===== src/rtl/gpio_evt_pkg.sv =====
`timescale 1ns/1ps
package gpio_evt_pkg;

    localparam int unsigned REG_W = 32;

    localparam int unsigned OFF_DIR = 'h00;
    localparam int unsigned OFF_ODR = 'h04;
    localparam int unsigned OFF_DAT = 'h08;
    localparam int unsigned OFF_EVT = 'h0C;
    localparam int unsigned OFF_MSK = 'h10;
    localparam int unsigned OFF_CTL = 'h14;

    typedef enum logic [2:0] {
        SEL_DIR,
        SEL_ODR,
        SEL_DAT,
        SEL_EVT,
        SEL_MSK,
        SEL_CTL,
        SEL_NONE
    } gpio_sel_e;

    typedef struct packed {
        logic [REG_W-1:0] dir;
        logic [REG_W-1:0] odr;
        logic [REG_W-1:0] dout;
        logic [REG_W-1:0] evt;
        logic [REG_W-1:0] msk;
        logic [REG_W-1:0] ctl;
        logic [REG_W-1:0] rdat;
    } gpio_state_t;

endpackage


===== src/rtl/gpio_in_sync.sv =====
`timescale 1ns/1ps
module gpio_in_sync #(
    parameter int unsigned W = 32
) (
    input  logic         clk,
    input  logic         rst_n,
    input  logic [W-1:0] din,
    output logic [W-1:0] smp,
    output logic [W-1:0] prev
);
    typedef struct packed {
        logic [W-1:0] s1;
        logic [W-1:0] s2;
        logic [W-1:0] s3;
    } sync_t;

    sync_t sy_d, sy_q;

    always_comb begin
        sy_d.s1 = din;
        sy_d.s2 = sy_q.s1;
        sy_d.s3 = sy_q.s2;
    end

    always_ff @(posedge clk) begin
        if (!rst_n) begin
            sy_q <= '0;
        end else begin
            sy_q <= sy_d;
        end
    end

    assign smp  = sy_q.s2;
    assign prev = sy_q.s3;
endmodule


===== src/rtl/gpio_edge_sel.sv =====
`timescale 1ns/1ps
module gpio_edge_sel #(
    parameter int unsigned W = 32
) (
    input  logic [W-1:0] smp,
    input  logic [W-1:0] prev,
    input  logic [W-1:0] ctl,
    input  logic [W-1:0] dir,
    output logic [W-1:0] hit
);
    for (genvar b = 0; b < W; b++) begin : g_bit
        // control 1: falling only; control 0: any change; outputs never hit
        assign hit[b] = ~dir[b] & (ctl[b] ? (prev[b] & ~smp[b])
                                          : (prev[b] ^ smp[b]));
    end
endmodule


===== src/rtl/gpio_rd_mux.sv =====
`timescale 1ns/1ps
module gpio_rd_mux
    import gpio_evt_pkg::*;
(
    input  gpio_sel_e        sel,
    input  logic [REG_W-1:0] dir,
    input  logic [REG_W-1:0] odr,
    input  logic [REG_W-1:0] dout,
    input  logic [REG_W-1:0] evt,
    input  logic [REG_W-1:0] msk,
    input  logic [REG_W-1:0] ctl,
    input  logic [REG_W-1:0] smp,
    output logic [REG_W-1:0] val
);
    always_comb begin
        unique case (sel)
            SEL_DIR: val = dir;
            SEL_ODR: val = odr;
            SEL_DAT: val = (dout & dir) | (smp & ~dir);
            SEL_EVT: val = evt;
            SEL_MSK: val = msk;
            SEL_CTL: val = ctl;
            default: val = '0;
        endcase
    end
endmodule


===== src/rtl/gpio_evt_ctrl.sv =====
`timescale 1ns/1ps
module gpio_evt_ctrl
    import gpio_evt_pkg::*;
#(
    parameter int unsigned ADDR_W = 12
) (
    input  logic              clk,
    input  logic              rst_n,
    input  logic [ADDR_W-1:0] bus_addr,
    input  logic              bus_wr,
    input  logic              bus_rd,
    input  logic              bus_word,
    input  logic [REG_W-1:0]  bus_wdata,
    output logic [REG_W-1:0]  bus_rdata,
    input  logic [REG_W-1:0]  pin_in,
    output logic [REG_W-1:0]  pin_out,
    output logic [REG_W-1:0]  pin_dir,
    output logic              irq
);
    gpio_state_t st_d, st_q;

    logic [REG_W-1:0] in_reg;
    logic [REG_W-1:0] out_reg;
    logic [REG_W-1:0] smp;
    logic [REG_W-1:0] prev;
    logic [REG_W-1:0] hit;
    logic [REG_W-1:0] rd_val;
    logic [REG_W-1:0] clr;
    gpio_sel_e        sel;

    // pin n <-> register bit REG_W-1-n
    for (genvar n = 0; n < REG_W; n++) begin : g_map
        assign in_reg[REG_W-1-n] = pin_in[n];
        assign pin_out[n]        = out_reg[REG_W-1-n];
        assign pin_dir[n]        = st_q.dir[REG_W-1-n];
    end

    assign out_reg = st_q.dout & st_q.dir;

    always_comb begin
        if      (bus_addr == ADDR_W'(OFF_DIR)) sel = SEL_DIR;
        else if (bus_addr == ADDR_W'(OFF_ODR)) sel = SEL_ODR;
        else if (bus_addr == ADDR_W'(OFF_DAT)) sel = SEL_DAT;
        else if (bus_addr == ADDR_W'(OFF_EVT)) sel = SEL_EVT;
        else if (bus_addr == ADDR_W'(OFF_MSK)) sel = SEL_MSK;
        else if (bus_addr == ADDR_W'(OFF_CTL)) sel = SEL_CTL;
        else                                   sel = SEL_NONE;
    end

    gpio_in_sync #(.W(REG_W)) u_sync (
        .clk  (clk),
        .rst_n(rst_n),
        .din  (in_reg),
        .smp  (smp),
        .prev (prev)
    );

    gpio_edge_sel #(.W(REG_W)) u_edge (
        .smp (smp),
        .prev(prev),
        .ctl (st_q.ctl),
        .dir (st_q.dir),
        .hit (hit)
    );

    gpio_rd_mux u_rmux (
        .sel (sel),
        .dir (st_q.dir),
        .odr (st_q.odr),
        .dout(st_q.dout),
        .evt (st_q.evt),
        .msk (st_q.msk),
        .ctl (st_q.ctl),
        .smp (smp),
        .val (rd_val)
    );

    always_comb begin
        st_d = st_q;
        clr  = '0;
        if (bus_wr && bus_word) begin
            unique case (sel)
                SEL_DIR: st_d.dir  = bus_wdata;
                SEL_ODR: st_d.odr  = bus_wdata;
                SEL_DAT: st_d.dout = bus_wdata;
                SEL_EVT: clr       = bus_wdata;
                SEL_MSK: st_d.msk  = bus_wdata;
                SEL_CTL: st_d.ctl  = bus_wdata;
                default: ;
            endcase
        end
        // hardware set wins over a same-cycle clear
        st_d.evt  = (st_q.evt & ~clr) | hit;
        st_d.rdat = (bus_rd && bus_word) ? rd_val : '0;
    end

    always_ff @(posedge clk) begin
        if (!rst_n) begin
            st_q <= '0;
        end else begin
            st_q <= st_d;
        end
    end

    assign bus_rdata = st_q.rdat;
    assign irq       = |(st_q.evt & st_q.msk);
endmodule


===== config.mk =====
export PLATFORM = sky130hd
export DESIGN_NAME = gpio_evt_ctrl
export DESIGN_NICKNAME = d
export VERILOG_FILES = /design/src/rtl/gpio_evt_pkg.sv /design/src/rtl/gpio_in_sync.sv /design/src/rtl/gpio_edge_sel.sv /design/src/rtl/gpio_rd_mux.sv /design/src/rtl/gpio_evt_ctrl.sv
export SDC_FILE = /design/constraint.sdc
export NUM_CORES = 1
export LEC_CHECK = 0
export BUFFER_PORTS_ARGS = -buffer_cell sky130_fd_sc_hd__buf_2
export CAP_MARGIN = 25
export CORE_MARGIN = 1.5
export CORE_UTILIZATION = 35
export DETAILED_ROUTE_END_ITERATION = 16
export SYNTH_ARGS = -nofsm -noshare
export SYNTH_HDL_FRONTEND = slang
export SYNTH_SLANG_ARGS = --single-unit

===== constraint.sdc =====
create_clock -name clk -period 3.44 [get_ports clk]
set_input_delay 0.344 -clock clk [delete_from_list [all_inputs] [get_ports clk]]
set_output_delay 0.344 -clock clk [all_outputs]
set_load 0.05 [all_outputs]

[After elaboration in Yosys (flattened, before gate mapping)]
Cells that the tools add are included.
Word-level totals
  logic and storage cells: 240
  output and inout port bits: 97
  input bits: 81
  flip-flop bits (word level): 320
Cells by class
  reductions and logical operators: 11
  bitwise logic cells: 168
  eq/ne operators: 10
  multiplexer cells: 41
Operators with widths (count)
  32-bit one-hot mux with 6 select lines: 1
  32-bit AND: 4
  1-bit AND: 64
  32-bit two-way mux: 2
  1-bit NOT: 64
  32-bit NOT: 2
  32-bit bitwise OR: 2
  1-bit two-way mux: 32
  32-bit OR reduction: 1
  1-bit XOR: 32
  12-bit by 4-bit equality test with 1-bit output (second input constant): 2
  12-bit by 5-bit equality test with 1-bit output (second input constant): 2
  12-bit by 3-bit equality test with 1-bit output (second input constant): 1
  12-bit zero test: 1
  3-bit two-way mux: 4
  2-bit AND reduction: 6
  3-bit by 2-bit equality test with 1-bit output (second input constant): 2
  3-bit equality test (second input constant): 2
  2-bit two-way mux: 2
  3-bit by 1-bit equality test with 1-bit output (second input constant): 1
  3-bit zero test: 1
  1-bit logical AND: 2

[Logic depth before layout (Yosys ltp)]
  depth after elaboration: 13
  mapped depth: 7
  mapped depth without buffers: 6

[By module]
A second synthesis with hierarchy kept.
Second synthesis, totals
  cells, all modules: 1540
  area, all modules: 14473.9 sq um
By module, submodules not included
  gpio_evt_ctrl: cells each 892, times used 1, area an instance 8715.9 sq um
  gpio_in_sync: cells each 234, times used 1, area an instance 2844.0 sq um
  gpio_rd_mux: cells each 254, times used 1, area an instance 1793.0 sq um
  gpio_edge_sel: cells each 160, times used 1, area an instance 1121.1 sq um

[Worst setup path after synthesis]
OpenSTA, ideal clock, no wires.
  kind: input to register
  from: input port bus_addr[1]
  to: register st_q[34] (netlist name)
  setup time: 0.116 ns
  stages on the path: 6
  required time: 3.324 ns
  data arrival time: 1.817 ns
  slack: 1.507 ns
  path through: or4_1 or4_1 clkbuf_1 buf_4 nand2_1 a21boi_1
Between the ends
  cells in the longest elaborated chain, start to end: 9
Ends and longest elaborated chain
  start: declaration: RTL line gpio_evt_ctrl.sv:9  | input logic [ADDR_W-1:0] bus_addr,
  12-bit by 5-bit equality test with 1-bit output: RTL line gpio_evt_ctrl.sv:46  | else if (bus_addr == ADDR_W'(OFF_CTL)) sel = SEL_CTL;
  2-bit two-way mux: RTL line gpio_evt_ctrl.sv:46
  2-bit two-way mux: RTL line gpio_evt_ctrl.sv:45  | else if (bus_addr == ADDR_W'(OFF_MSK)) sel = SEL_MSK;
  3-bit two-way mux: RTL line gpio_evt_ctrl.sv:44  | else if (bus_addr == ADDR_W'(OFF_EVT)) sel = SEL_EVT;
  3-bit two-way mux: RTL line gpio_evt_ctrl.sv:43  | else if (bus_addr == ADDR_W'(OFF_DAT)) sel = SEL_DAT;
  3-bit two-way mux: RTL line gpio_evt_ctrl.sv:42  | else if (bus_addr == ADDR_W'(OFF_ODR)) sel = SEL_ODR;
  3-bit two-way mux (*): RTL line gpio_evt_ctrl.sv:41  | if (bus_addr == ADDR_W'(OFF_DIR)) sel = SEL_DIR;
  3-bit equality test (*): RTL line gpio_evt_ctrl.sv:82  | unique case (sel)
  2-bit AND reduction (no source line) (*)
  end signal: assignment: RTL line gpio_evt_ctrl.sv:101  | st_q <= st_d;
  end: declaration: RTL line gpio_evt_ctrl.sv:20  | gpio_state_t st_d, st_q;
Mark *: on every way between the ends. The rest lies on a longest branch, timed or not.
A chain may end at the register's enable or synchronous reset.

[Worst setup path in the final report]
  from: register st_q[121] (netlist name)
  to: output port irq
Between the ends
  cells in the longest elaborated chain, start to end: 2
Ends and longest elaborated chain
  32-bit AND: RTL line gpio_evt_ctrl.sv:106  | assign irq = |(st_q.evt & st_q.msk);
  32-bit OR reduction: RTL line gpio_evt_ctrl.sv:106
  end: declaration: RTL line gpio_evt_ctrl.sv:18  | output logic irq
Every way passes these cells.

==> flow_metrics.py <==
metrics = {
    "clocking": {
        "cts_tree": "built",
        "cts_made_buffers": 37,
        "cts_setup_buffers": 0,
        "postCtsHoldBufs": 0,
        "cts_resized": 0,
        "h-tree-depth": 2,
        "insertion_delay_ps": 530,
        "root_buffer": "clkbuf_16",
        "clock-sinks": 320,
        "path_clk_slew_ps": 60,
        "ctsLongestPathBuffers": 3,
    },
    "drt": {
        "vias": 11000,
        "drtPass1Iterations": 5,
        "wl_per_cell_um": 19.1,
        "drt_iter0_markers": 719,
        "avgViaCountPerCell": 5.07,
        "ant_nets": 0,
        "wl_mm": 41.2,
        "drc": 0,
    },
    "die": {
        "core_um2": 39900,
        "rows": 73,
        "die_h_um": 204,
        "dieArea_um2": 41800,
        "boundaryPins": 178,
        "die_w_um": 204,
        "start_util_pct": 35.6,
    },
    "synthesis": {
        "netlist_top_cells_area": "dfxtp_1 45%, mux2i_1 10%, and2_1 6.3%",
        "synth_top_cell_area_share_pct": 45.1,
        "ys_seq_elements": 320,
        "syn-instance-count": 1515,
        "synth-edff-count": 0,
        "synth_flop_cell": "dfxtp_1",
        "yosysSeqAreaShare_pct": 45.1,
        "ys_types": 38,
        "ys_warn_count": 0,
        "syn_area_um2": 14200,
        "synth.net_count": 1628,
        "synth_top_area_cell": "dfxtp_1",
        "syn_avg_cell_area_um2": 9.37,
        "async_reset_ff_share_pct": 0,
    },
    "power_and_ir_drop": {
        "pwr-share-clk_pct": 49.1,
        "p_sw_uw": 1860,
        "power_density_nw_per_um2": 504,
        "swShare_pct": 22.4,
        "p_seq_share_pct": 46.1,
        "vdd_drop_max_uv": 300,
        "p_comb_share_pct": 4.9,
        "leakage_uw": 0.00696,
        "p_int_uw": 6450,
    },
    "sta": {
        "setup_slack_ps": 833,
        "slew_violations": 0,
        "setup_tns_ps": 0,
        "hold_viol_final": 0,
        "finalCritPeriodShare_pct": 75.8,
        "setup_viol": 0,
        "skew_ps": 12.4,
        "max_freq_mhz": 384,
        "tightestPinTransition_ps": 1010,
        "slew_headroom_pct": 32.8,
        "rsz0062_at_grt": "false",
        "fin_crit_ps": 2610,
    },
    "worst_setup_path": {
        "crit_slowest_cell": "or4_1",
        "ff2ff_setup_slack_ps": 1990,
        "slowest_delay_ps": 630,
        "crit_fanout": 3,
        "worstSetupStartpointType": "register",
        "worstPathCellList": "a22oi_1 -> nand4_1 -> or4_1 -> buf_2",
        "worstReg2RegStart": "pin_dir[21]",
        "cp.buffers_inverters": 1,
        "crit_type": "register to primary output",
        "crit_arrival_ps": 2260,
        "r2r_end": "bus_rdata[10]",
        "end_kind": "primary output",
        "r2r_cells": 4,
        "crit_family": "simple AND/OR/NAND/NOR gates",
        "required_ps": 3100,
    },
    "global_routing": {
        "grt-ovfl-total": 0,
        "grt_use_met2_pct": 30.4,
        "grt_max_degree": 182,
        "grt_pass1_wl_mm": 62.4,
        "top_usage_layer": "met2",
        "antenna_found_initial": 3,
        "track_usage_pct": 19.3,
        "met1_usage_pct": 27.3,
        "first_global_vias": 10400,
        "use_met3_pct": 3.11,
    },
    "placed_design": {
        "routabilityCongestion": 0.808,
        "dp_cells": 2091,
        "preCtsSetupSlack_ps": 576,
        "dpl.hpwl_mm": 27.7,
        "io_buffers": 177,
    },
    "cells_and_area": {
        "area_growth_pct": 16.1,
        "multiInputGateArea_um2": 6850,
        "stdcell_count": 2161,
        "seq_area_um2": 6410,
        "nets": 1718,
        "drive_gt1_share_pct": 17.1,
        "fill_cells": 3932,
    },
    "worst_hold_path": {
        "min_delay_path_depth": 2,
        "hold_path_class": "primary input to register",
        "min_from": "pin_in[22]",
        "hold_end": "u_sync.sy_d[41]",
    },
    "flow_run": {
        "max_cap_violations": 0,
    },
    "status": {
        "status": "finished, final reports clean",
    },
}
[registers in the layout, summed over array words and instances, names as in the netlist]
name,flops
bus_rdata,32
pin_dir,32
st_q,160
u_sync.prev,32
u_sync.smp,32
u_sync.sy_d,32
[area by class of cell]
class                           count  share of cell area, %
Clock inverter                     13                  0.925
Multi-Input combinational cell   1006                   41.5
Antenna cell                        2                 0.0303
Tap cell                          525                   3.98
Sequential cell                   320                   38.8
Inverter                           32                  0.728
Clock buffer                       55                   6.83
Timing Repair Buffer              208                   7.12
[routing by layer]
layer	routed length, um	vias to the layer above
met3	2270	52
li1	-	5301
met1	19600	5275
met2	18600	337
met4	702	2
met5	13	-
[power by group through the flow]
stage          Clock (uW)  Sequential [uW]  Combinational [uW]
2_1_floorplan           0             3890                 240
3_3_place_gp            0             3910                 396
3_5_place_dp            0             3910                 403
4_1_cts              4160             3830                 404
5_1_grt              4320             3840                 444
6_report             4080             3830                 403
[layout by cell type (no fill, tap or decap), drive strengths merged, types with 4 or more instances in the layout]
cell	Yosys	layout
dfxtp	320	320
buf	89	208
nand2	144	144
and2	144	144
mux2i	143	143
nor2b	96	96
a21boi	96	96
a21oi	79	79
nor2	67	67
clkbuf	68	55
a22oi	46	46
inv	32	34
nand3b	33	33
o21a	32	32
ha	32	32
o2bb2ai	17	17
o21ai	16	16
a22o	15	15
o22ai	15	15
nand4	9	9
clkinv	0	6
or4	4	4
nor4	4	4
[synthesized netlist by cell type, types with 2 or more instances]
library cell,n
or4_1,3
o2bb2ai_1,17
a21boi_0,62
a22oi_1,46
nand2_1,144
nor4b_2,2
mux2i_1,143
nor4_2,3
o21a_1,32
nor2_1,67
buf_2,22
and4_1,2
inv_1,32
a21oi_1,79
nor2b_1,96
a22o_1,15
dfxtp_1,320
nand4_1,9
clkbuf_1,68
and2_1,144
ha_1,32
o21ai_0,16
a21boi_1,34
buf_4,67
nand3b_1,33
o22ai_1,15
[kinds of logic after synthesis]
family / after synthesis / share of synthesized area (%)
and+or+nand+nor: 513 / 19.6
DFF: 320 / 45.1
AOI/OAI and AO/OA: 317 / 15.3
buffers and inverters: 189 / 6.96
muxes: 144 / 10.2
adders and majority gates: 32 / 2.82
[how the worst max path moves through the flow]
stage           startpoint            end  slack (ps)  cells after the start
2_1_floorplan  bus_addr[1]       st_q[34]        1510                      6
3_3_place_gp   bus_addr[3]   bus_rdata[9]         590                      6
3_5_place_dp   bus_addr[3]  bus_rdata[12]         580                      6
4_1_cts          st_q[121]            irq         750                      4
5_1_grt          st_q[121]            irq         770                      4
6_report         st_q[121]            irq         830                      4
[stage by stage]
| stage | power (uW) | utilization, % | hold slack (ps) | area (um^2) |
|---|---|---|---|---|
| 3_5_place_dp | 4320 | 38.1 | 417 | 15200 |
| 6_report | 8320 | 41.3 | 23.6 | 16500 |
| 4_1_cts | 8400 | 41.3 | 0.559 | 16500 |
| 3_3_place_gp | 4310 | 38.1 | 418 | 15200 |
| 2_1_floorplan | 4130 | - | 412 | 14200 |
| 5_1_grt | 8610 | 41.3 | 14.5 | 16500 |
Note: power is estimated with default switching activity, not from simulation.
